<file path="src/rtl/csq_pkg.sv">
package csq_pkg;
    // half of a descriptor the sequential port expects next
    typedef enum logic {
        HALF_UPPER = 1'b0,
        HALF_LOWER = 1'b1
    } half_state_e;

    localparam int DEF_SLOTS  = 8;
    localparam int DEF_ADDR_W = 12;
    localparam int DEF_DATA_W = 32;
endpackage

</file>
<file path="src/rtl/csq_port_fsm.sv">
module csq_port_fsm
    import csq_pkg::*;
#(
    parameter int NUM_SLOTS = DEF_SLOTS,
    parameter int DATA_W    = DEF_DATA_W,
    localparam int PTR_W    = (NUM_SLOTS > 1) ? $clog2(NUM_SLOTS) : 1
) (
    input  logic                clk,
    input  logic                rst_n,
    input  logic                port_wr,
    input  logic [DATA_W-1:0]   wdata,
    output logic                commit,
    output logic [PTR_W-1:0]    commit_slot,
    output logic [2*DATA_W-1:0] commit_desc
);
    half_state_e         state_q, state_d;
    logic [DATA_W-1:0]   upper_q;
    logic [PTR_W-1:0]    ptr_q;

    always_comb begin
        state_d = state_q;
        unique case (state_q)
            HALF_UPPER: if (port_wr) state_d = HALF_LOWER;
            HALF_LOWER: if (port_wr) state_d = HALF_UPPER;
            default:    state_d = HALF_UPPER;
        endcase
    end

    always_ff @(posedge clk) begin
        if (!rst_n) begin
            state_q <= HALF_UPPER;
            upper_q <= '0;
            ptr_q   <= '0;
        end else begin
            state_q <= state_d;
            if (port_wr && state_q == HALF_UPPER)
                upper_q <= wdata;
            if (commit)
                ptr_q <= (ptr_q == PTR_W'(NUM_SLOTS - 1)) ? '0 : ptr_q + 1'b1;
        end
    end

    always_comb begin
        commit      = port_wr && (state_q == HALF_LOWER);
        commit_slot = ptr_q;
        commit_desc = {upper_q, wdata};
    end
endmodule

</file>
<file path="src/rtl/csq_slot_store.sv">
module csq_slot_store
    import csq_pkg::*;
#(
    parameter int NUM_SLOTS = DEF_SLOTS,
    parameter int DATA_W    = DEF_DATA_W,
    localparam int PTR_W    = (NUM_SLOTS > 1) ? $clog2(NUM_SLOTS) : 1,
    localparam int IDX_W    = $clog2(2 * NUM_SLOTS)
) (
    input  logic                                clk,
    input  logic                                rst_n,
    input  logic                                idx_wr,
    input  logic [IDX_W-1:0]                    idx,
    input  logic [DATA_W-1:0]                   wdata,
    input  logic                                commit,
    input  logic [PTR_W-1:0]                    commit_slot,
    input  logic [2*DATA_W-1:0]                 commit_desc,
    output logic [NUM_SLOTS-1:0][2*DATA_W-1:0]  pend
);
    for (genvar g = 0; g < NUM_SLOTS; g++) begin : g_slot
        always_ff @(posedge clk) begin
            if (!rst_n)
                pend[g] <= '0;
            else if (commit && commit_slot == PTR_W'(g))
                pend[g] <= commit_desc;
            else if (idx_wr && idx == IDX_W'(2 * g))
                pend[g][DATA_W-1:0] <= wdata;
            else if (idx_wr && idx == IDX_W'(2 * g + 1))
                pend[g][2*DATA_W-1:DATA_W] <= wdata;
        end
    end
endmodule

</file>
<file path="src/rtl/csq_active_set.sv">
module csq_active_set
    import csq_pkg::*;
#(
    parameter int NUM_SLOTS = DEF_SLOTS,
    parameter int DATA_W    = DEF_DATA_W
) (
    input  logic                                clk,
    input  logic                                rst_n,
    input  logic                                load_cmd,
    input  logic [NUM_SLOTS-1:0][2*DATA_W-1:0]  pend,
    output logic [NUM_SLOTS-1:0][2*DATA_W-1:0]  active,
    output logic                                load_valid
);
    always_ff @(posedge clk) begin
        if (!rst_n) begin
            active     <= '0;
            load_valid <= 1'b0;
        end else begin
            load_valid <= load_cmd;
            if (load_cmd)
                active <= pend;
        end
    end
endmodule

</file>
<file path="src/rtl/csq_regblock.sv">
module csq_regblock
    import csq_pkg::*;
#(
    parameter int NUM_SLOTS = DEF_SLOTS,
    parameter int ADDR_W    = DEF_ADDR_W,
    parameter int DATA_W    = DEF_DATA_W,
    parameter logic [ADDR_W-1:0] PORT_OFFSET  = 12'h230,
    parameter logic [ADDR_W-1:0] ARRAY_OFFSET = 12'h510,
    parameter logic [ADDR_W-1:0] CTRL_OFFSET  = 12'h550,
    localparam int DESC_W  = 2 * DATA_W,
    localparam int IDX_W   = $clog2(2 * NUM_SLOTS),
    localparam int PTR_W   = (NUM_SLOTS > 1) ? $clog2(NUM_SLOTS) : 1,
    localparam int LANE_SH = $clog2(DATA_W / 8),
    localparam int SPAN    = 2 * NUM_SLOTS * (DATA_W / 8)
) (
    input  logic                        clk,
    input  logic                        rst_n,
    input  logic                        bus_wr,
    input  logic                        bus_rd,
    input  logic [ADDR_W-1:0]           bus_addr,
    input  logic [DATA_W-1:0]           bus_wdata,
    output logic [DATA_W-1:0]           bus_rdata,
    output logic                        load_valid,
    output logic [NUM_SLOTS*DESC_W-1:0] active_desc,
    output logic [NUM_SLOTS-1:0]        active_occupied
);
    logic [ADDR_W-1:0]                  rel;
    logic                               arr_hit;
    logic [IDX_W-1:0]                   idx;
    logic                               port_wr, idx_wr, load_cmd;
    logic                               commit;
    logic [PTR_W-1:0]                   commit_slot;
    logic [DESC_W-1:0]                  commit_desc;
    logic [NUM_SLOTS-1:0][DESC_W-1:0]   pend_q;
    logic [NUM_SLOTS-1:0][DESC_W-1:0]   active_q;

    always_comb begin
        rel      = bus_addr - ARRAY_OFFSET;
        arr_hit  = (bus_addr >= ARRAY_OFFSET) && (rel < ADDR_W'(SPAN));
        idx      = IDX_W'(rel >> LANE_SH);
        port_wr  = bus_wr && (bus_addr == PORT_OFFSET);
        idx_wr   = bus_wr && arr_hit;
        load_cmd = bus_wr && (bus_addr == CTRL_OFFSET) && bus_wdata[0];
    end

    csq_port_fsm #(.NUM_SLOTS(NUM_SLOTS), .DATA_W(DATA_W)) u_port (
        .clk(clk), .rst_n(rst_n), .port_wr(port_wr), .wdata(bus_wdata),
        .commit(commit), .commit_slot(commit_slot), .commit_desc(commit_desc)
    );

    csq_slot_store #(.NUM_SLOTS(NUM_SLOTS), .DATA_W(DATA_W)) u_store (
        .clk(clk), .rst_n(rst_n), .idx_wr(idx_wr), .idx(idx), .wdata(bus_wdata),
        .commit(commit), .commit_slot(commit_slot), .commit_desc(commit_desc),
        .pend(pend_q)
    );

    csq_active_set #(.NUM_SLOTS(NUM_SLOTS), .DATA_W(DATA_W)) u_active (
        .clk(clk), .rst_n(rst_n), .load_cmd(load_cmd), .pend(pend_q),
        .active(active_q), .load_valid(load_valid)
    );

    // control and port read as zero; only the array returns data
    always_ff @(posedge clk) begin
        if (!rst_n)
            bus_rdata <= '0;
        else if (bus_rd)
            bus_rdata <= !arr_hit ? '0 :
                         idx[0]   ? pend_q[idx >> 1][DESC_W-1:DATA_W]
                                  : pend_q[idx >> 1][DATA_W-1:0];
    end

    assign active_desc = active_q;
    for (genvar g = 0; g < NUM_SLOTS; g++) begin : g_occ
        assign active_occupied[g] = |active_q[g];
    end
endmodule

</file>
<file path="config.mk">
export PLATFORM = sky130hd
export DESIGN_NAME = csq_regblock
export DESIGN_NICKNAME = d
export VERILOG_FILES = /design/src/rtl/csq_pkg.sv /design/src/rtl/csq_port_fsm.sv /design/src/rtl/csq_slot_store.sv /design/src/rtl/csq_active_set.sv /design/src/rtl/csq_regblock.sv
export SDC_FILE = /design/constraint.sdc
export NUM_CORES = 2
export LEC_CHECK = 0
export ABC_AREA = 1
export BUFFER_PORTS_ARGS = -buffer_cell sky130_fd_sc_hd__buf_2
export CAP_MARGIN = 30
export CORE_AREA = 2 2 357 359
export DETAILED_ROUTE_END_ITERATION = 8
export DIE_AREA = 0 0 359 361
export PLACE_DENSITY = 0.64
export SYNTH_ARGS = -nofsm -noshare
export SYNTH_HDL_FRONTEND = slang
export SYNTH_SLANG_ARGS = --single-unit
</file>
<file path="constraint.sdc">
create_clock -name clk -period 4.1 [get_ports clk]
set_input_delay 0.615 -clock clk [delete_from_list [all_inputs] [get_ports clk]]
set_output_delay 0.615 -clock clk [all_outputs]
set_load 0.01 [all_outputs]
</file>
# Yosys cells after proc, flatten, opt, wreduce, memory -nomap -nowiden
# Index checks and enable logic that the tools add are counted.
# totals
output_inout_bits,553
inputBits,48
elab_cells,172
reg_bits,1093
# op_classes
eq_ne,32
bitwise,1
n_mux,40
reduce_logical,65
order_cmp,3
addsub,2
# op_table
op,count
$mux W32,26
$mux W64,9
$reduce_or A64 Y1,8
$bmux W64 S3,1
$eq A4 B4 Y1 const B,8
$reduce_bool A2 Y1,16
$logic_and A1 B1 Y1,31
$eq A4 B3 Y1 const B,4
$ne A2 B1 Y1 const B,8
$reduce_and A2 Y1,8
$eq A12 B10 Y1 const B,1
$eq A12 B11 Y1 const B,1
$eq A3 B3 Y1 const B,4
$ge A12 B11 Y1 const B,1
$lt A12 B7 Y1 const B,1
$sub A12 B11 Y12 const B,1
$eq A4 B2 Y1 const B,2
$eq A3 B2 Y1 const B,2
$eq A4 B1 Y1 const B,1
$logic_not A4 Y1,1
$lt A3 B4 Y1 const B,1
$add A3 B1 Y3 const B,1
$eq A3 B1 Y1 const B,1
$logic_not A3 Y1,1
4 further kinds,5

# Depth between registers and ports, before layout
# logic_depth
word_depth,8
ltp_mapped,13
mapped_depth_nobuf,9

# Cells and area by module
# From an unflattened synthesis, not the netlist that was laid out.
# unflattened
cells_unflattened,8686
area_unflattened_um2,54161.9
# modules_own_cells
mod,cells_each,area_each_um2,n_inst,seq_area_each_um2
csq_slot_store,3809,24379.6,1,10249.8
csq_active_set,3246,20922.6,1,10269.8
csq_regblock,1438,7319.5,1,640.6
csq_port_fsm,193,1540.2,1,720.7

# Worst setup path after synthesis
# OpenSTA, ideal clock, no wires.
# synth_timing
kind,input to register
start,input bus_wr
end,register u_store.pend[445] in the netlist's numbering
t_arrival_ps,2669
n_path_buf,5
setup_ps,115
cell_stages,13
t_required_ps,3985
setup_slack_ps,1316
cell_sequence,buf_2 buf_4 nand4_1 nor3_1 ha_1 buf_2 nand3_1 clkbuf_1 clkbuf_1 nand2_1 o21ai_0 a21oi_1 nor2_1
# synth_between
elab_chain_len,5
word_cells_on_any_way,10
classes_between,eq/ne: 1; mux: 1; reduce/logical: 8
# synth_lines
item,line,rtl
from (decl),csq_regblock.sv:18,"input logic bus_wr,"
$logic_and A1 B1 Y1 *,csq_regblock.sv:41,port_wr = bus_wr && (bus_addr == PORT_OFFSET);
$logic_and A1 B1 Y1 *,csq_port_fsm.sv:44,commit = port_wr && (state_q == HALF_LOWER);
via commit,csq_regblock.sv:31,logic commit;
$logic_and A1 B1 Y1 *,csq_slot_store.sv:23,else if (commit && commit_slot == PTR_W'(g))
$ne A2 B1 Y1 (no line) or $reduce_bool A2 Y1 (tied branches),--,
$reduce_and A2 Y1 (no line),--,
"to (signal, indexed assignment)",csq_slot_store.sv:24,pend[g] <= commit_desc;
"to (signal, indexed assignment)",csq_slot_store.sv:26,pend[g][DATA_W-1:0] <= wdata;
"to (signal, indexed assignment)",csq_slot_store.sv:28,pend[g][2*DATA_W-1:DATA_W] <= wdata;
to (decl),csq_slot_store.sv:17,output logic [NUM_SLOTS-1:0][2*DATA_W-1:0] pend
# Mark *: on every way through the listed nets, which the timed path passes. The rest lies on a longest branch.
# A chain may end at the register's enable or synchronous reset.

# Worst setup path after layout
# layout_timing
start,register u_active.active[176] in the netlist's numbering
end,output active_occupied[2]
# layout_between
elab_chain_len,1
# layout_lines
item,line,rtl
from (decl),csq_active_set.sv:11,"output logic [NUM_SLOTS-1:0][2*DATA_W-1:0] active,"
from (signal assigned),csq_active_set.sv:21,active <= pend;
$reduce_or A64 Y1,csq_regblock.sv:74,assign active_occupied[g] = |active_q[g];
to (decl),csq_regblock.sv:25,output logic [NUM_SLOTS-1:0] active_occupied
# Every way passes these cells.

==> impl_metrics.json <==
{
  "rsz0062_at_grt": "false",
  "tightest_slew_ns": 1.235,
  "vias": 52950,
  "start_util_pct": 39.94,
  "design.core.area_um2": 125400,
  "fillCellCount": 12810,
  "r2r_cells": 6,
  "comb_power_share_pct": 5.2,
  "maxSlewViolCount": 0,
  "async_reset_ff_share_pct": 0,
  "grt_pass1_wl_mm": 324.7,
  "pwr-share-seq_pct": 44.9,
  "tns_ns": 0,
  "wl_per_cell_um": 25.07,
  "drcViolationCount": 0,
  "clk_pin_slew_worst_paths_ns": 0.06,
  "clkLatencyLatePin_ns": 0.73,
  "synth_ff_type": "dfxtp_1",
  "min_path_cells": 3,
  "placedCellCount": 8970,
  "required_ns": 3.48,
  "cp_slowest_cell": "nor4_1",
  "switchingPower_w": 0.005810,
  "start_kind": "flop",
  "fin_crit_ns": 3.518,
  "final_cell_mix": "nand2_1 (1333), dfxtp_1 (1093), a21oi_1 (1092)",
  "cp_max_fo": 3,
  "p_clk_share_pct": 49.9,
  "htree_levels": 3,
  "worst_ir_drop_vdd_mv": 0.3728,
  "grt_max_degree": 214,
  "track_usage_pct": 33.74,
  "crit_end": "active_occupied[2]",
  "fin_nets": 7504,
  "fmax_mhz": 284.2,
  "end_kind": "output pin",
  "crit_chain": "nor4_1 -> nand4_1 -> nor2_1 -> nand2_1 -> buf_2",
  "finalWeightedCongestion": 0.9928,
  "numCtsBuffers": 119,
  "drtIter0Drc": 8243,
  "postSynthCellCount": 7330,
  "post-route-util_pct": 45.94,
  "syn_area_per_cell_um2": 6.833,
  "drt_wl_total_mm": 230.8,
  "root_buffer": "clkbuf_16",
  "final_cells": 9208,
  "area_growth_syn_to_layout_pct": 15.04,
  "powerDensity_nw_per_um2": 410.9,
  "outcome": "completed",
  "p_leak_nw": 26.88,
  "ys_ff_latch": 1093,
  "yosysWarnings": 0,
  "hold_viol_final": 0,
  "critical_path_arrival_ns": 2.90,
  "seq_area_frac_synth_pct": 43.69,
  "hpwl_mm": 151.9,
  "die_h_um": 361,
  "crit_start": "u_active.active[176]$_SDFFE_PN0P_",
  "clk_path_buf_depth": 3,
  "synth.cell_area_um2": 50080,
  "synth_top_area_share_pct": 43.69,
  "grt_overflow": 0,
  "post-route-period-util_pct": 85.82,
  "dieArea_um2": 129600,
  "drive_above_1_share_pct": 12.27,
  "dieWidth_um": 359,
  "r2r_end": "u_store.pend[193]$_SDFFE_PN0P_",
  "drt_pass1_iterations": 9,
  "syn-num-nets": 7392,
  "cts_sinks": 1093,
  "io_buffers": 600,
  "crit_type": "reg2out",
  "final_common_cell": "nand2_1",
  "hp-class": "in2reg",
  "ys_types": 31,
  "row_count": 130,
  "setup_violations": 0,
  "intPower_w": 0.01787,
  "cap_violations": 0,
  "swShare_pct": 24.54,
  "ios": 601,
  "netlist_top_cells_area": "dfxtp_1 (44%), a21oi_1 (11%), nand2_1 (10%)",
  "ctsResizeCount": 0,
  "relSlewSlack_pct": 16.97,
  "synth_edf_count": 0,
  "ctsHoldBuffers": 0,
  "cts_tree": "yes",
  "r2r_setup_slack_ns": 1.56,
  "grt_pass1_vias": 45820,
  "r2r_start": "u_port.commit_slot[2]$_SDFFE_PN0P_",
  "antenna_left": 0,
  "synth_top_cell_by_area": "dfxtp_1",
  "total_power_w": 0.02368,
  "antenna_found_initial": 15,
  "post_cts_buffers": 0,
  "slowest_delay_ns": 0.91,
  "via_per_inst": 5.751,
  "fin_skew_ns": 0.03090
}
==> area by class of cell <==
| class | instances | area [µm²] | share of cell area [%] |
|---|---|---|---|
| Tap cell | 1650 | 2064 | 3.583 |
| Inverter | 567 | 2136 | 3.707 |
| Timing Repair Buffer | 674 | 3953 | 6.860 |
| Clock buffer | 164 | 3500 | 6.074 |
| Clock inverter | 61 | 787.0 | 1.366 |
| Multi-Input combinational cell | 4987 | 23260 | 40.38 |
| Antenna cell | 12 | 30.03 | 0.05212 |
| Sequential cell | 1093 | 21880 | 37.98 |
==> synth_stat cells (2+ instances only) <==
library cell / instances
nand2_1: 1335
nor4_1: 123
nand4_1: 33
nor3_1: 2
nand3b_1: 2
clkbuf_1: 397
nand3_1: 1001
inv_1: 560
clkinv_1: 2
buf_1: 85
buf_2: 184
ha_1: 14
a21oi_1: 1092
nor2_1: 559
inv_2: 5
o21ai_0: 801
buf_6: 15
nand4_2: 6
nand4_4: 10
dfxtp_1: 1093
==> registers in the layout (all words and copies together), names as in the netlist <==
| signal | flops |
|---|---|
| u_port.commit_slot | 3 |
| u_port.state_q | 1 |
| u_store.pend | 512 |
| u_active.load_valid | 1 |
| bus_rdata | 32 |
| u_active.active | 512 |
| u_port.upper_q | 32 |
==> routing by layer <==
layer | wire length (µm) | up-vias | track usage, %
li1 | - | 24500 | -
met1 | 90730 | 24800 | 44.23
met2 | 97950 | 3115 | 49.74
met3 | 24800 | 531 | 6.930
met4 | 17300 | 6 | 23.28
met5 | 45 | - | 0
==> critical path, delay by kind of cell (launching register included) <==
kind	cells	cell delay [ns]
AND/OR/NAND/NOR	4	1.65
flip-flops	1	0.32
buffers and inverters	1	0.20
==> power groups by stage <==
stage | combinational (W) | sequential (W) | clock, W
2_1_floorplan | 0.000628 | 0.0109 | 0
3_3_place_gp | 0.00116 | 0.0109 | 0
3_5_place_dp | 0.00117 | 0.0109 | 0
4_1_cts | 0.00117 | 0.0106 | 0.0118
5_1_grt | 0.00125 | 0.0106 | 0.0123
6_report | 0.00124 | 0.0106 | 0.0118
==> metrics by stage <==
| stage | hold slack, ns | setup WS, ns | instance area [µm²] |
|---|---|---|---|
| finish | 0.3319 | 0.5816 | 57610 |
| CTS | 0.3014 | 0.6233 | 57560 |
| detailed placement | 0.4525 | 0.7302 | 53280 |
| global placement | 0.4530 | 0.8129 | 53280 |
| global route | 0.3386 | 0.5741 | 57590 |
| floorplan | 0.4446 | 1.316 | 50080 |
==> kinds of logic after synthesis <==
group                      after synthesis  synth area share, %
AOI/OAI and AO/OA                     1894                18.93
adders and majority gates               14               0.3498
buffers and inverters                 1250                10.08
DFF                                   1093                43.69
and+or+nand+nor                       3079                26.95
==> worst min-delay path by stage <==
stage	start	endpoint	slack, ns
after global routing	rst_n	u_store.pend[206]$_SDFFE_PN0P_	0.34
final	rst_n	u_store.pend[192]$_SDFFE_PN0P_	0.33
after global placement	bus_rdata[19]$_SDFFE_PN0P_	bus_rdata[19]$_SDFFE_PN0P_	0.45
after detailed placement	bus_rdata[11]$_SDFFE_PN0P_	bus_rdata[11]$_SDFFE_PN0P_	0.45
after CTS	rst_n	u_store.pend[388]$_SDFFE_PN0P_	0.30
after floorplan	u_store.pend[0]$_SDFFE_PN0P_	u_active.active[0]$_SDFFE_PN0P_	0.44
(Power assumes the default switching activity.)
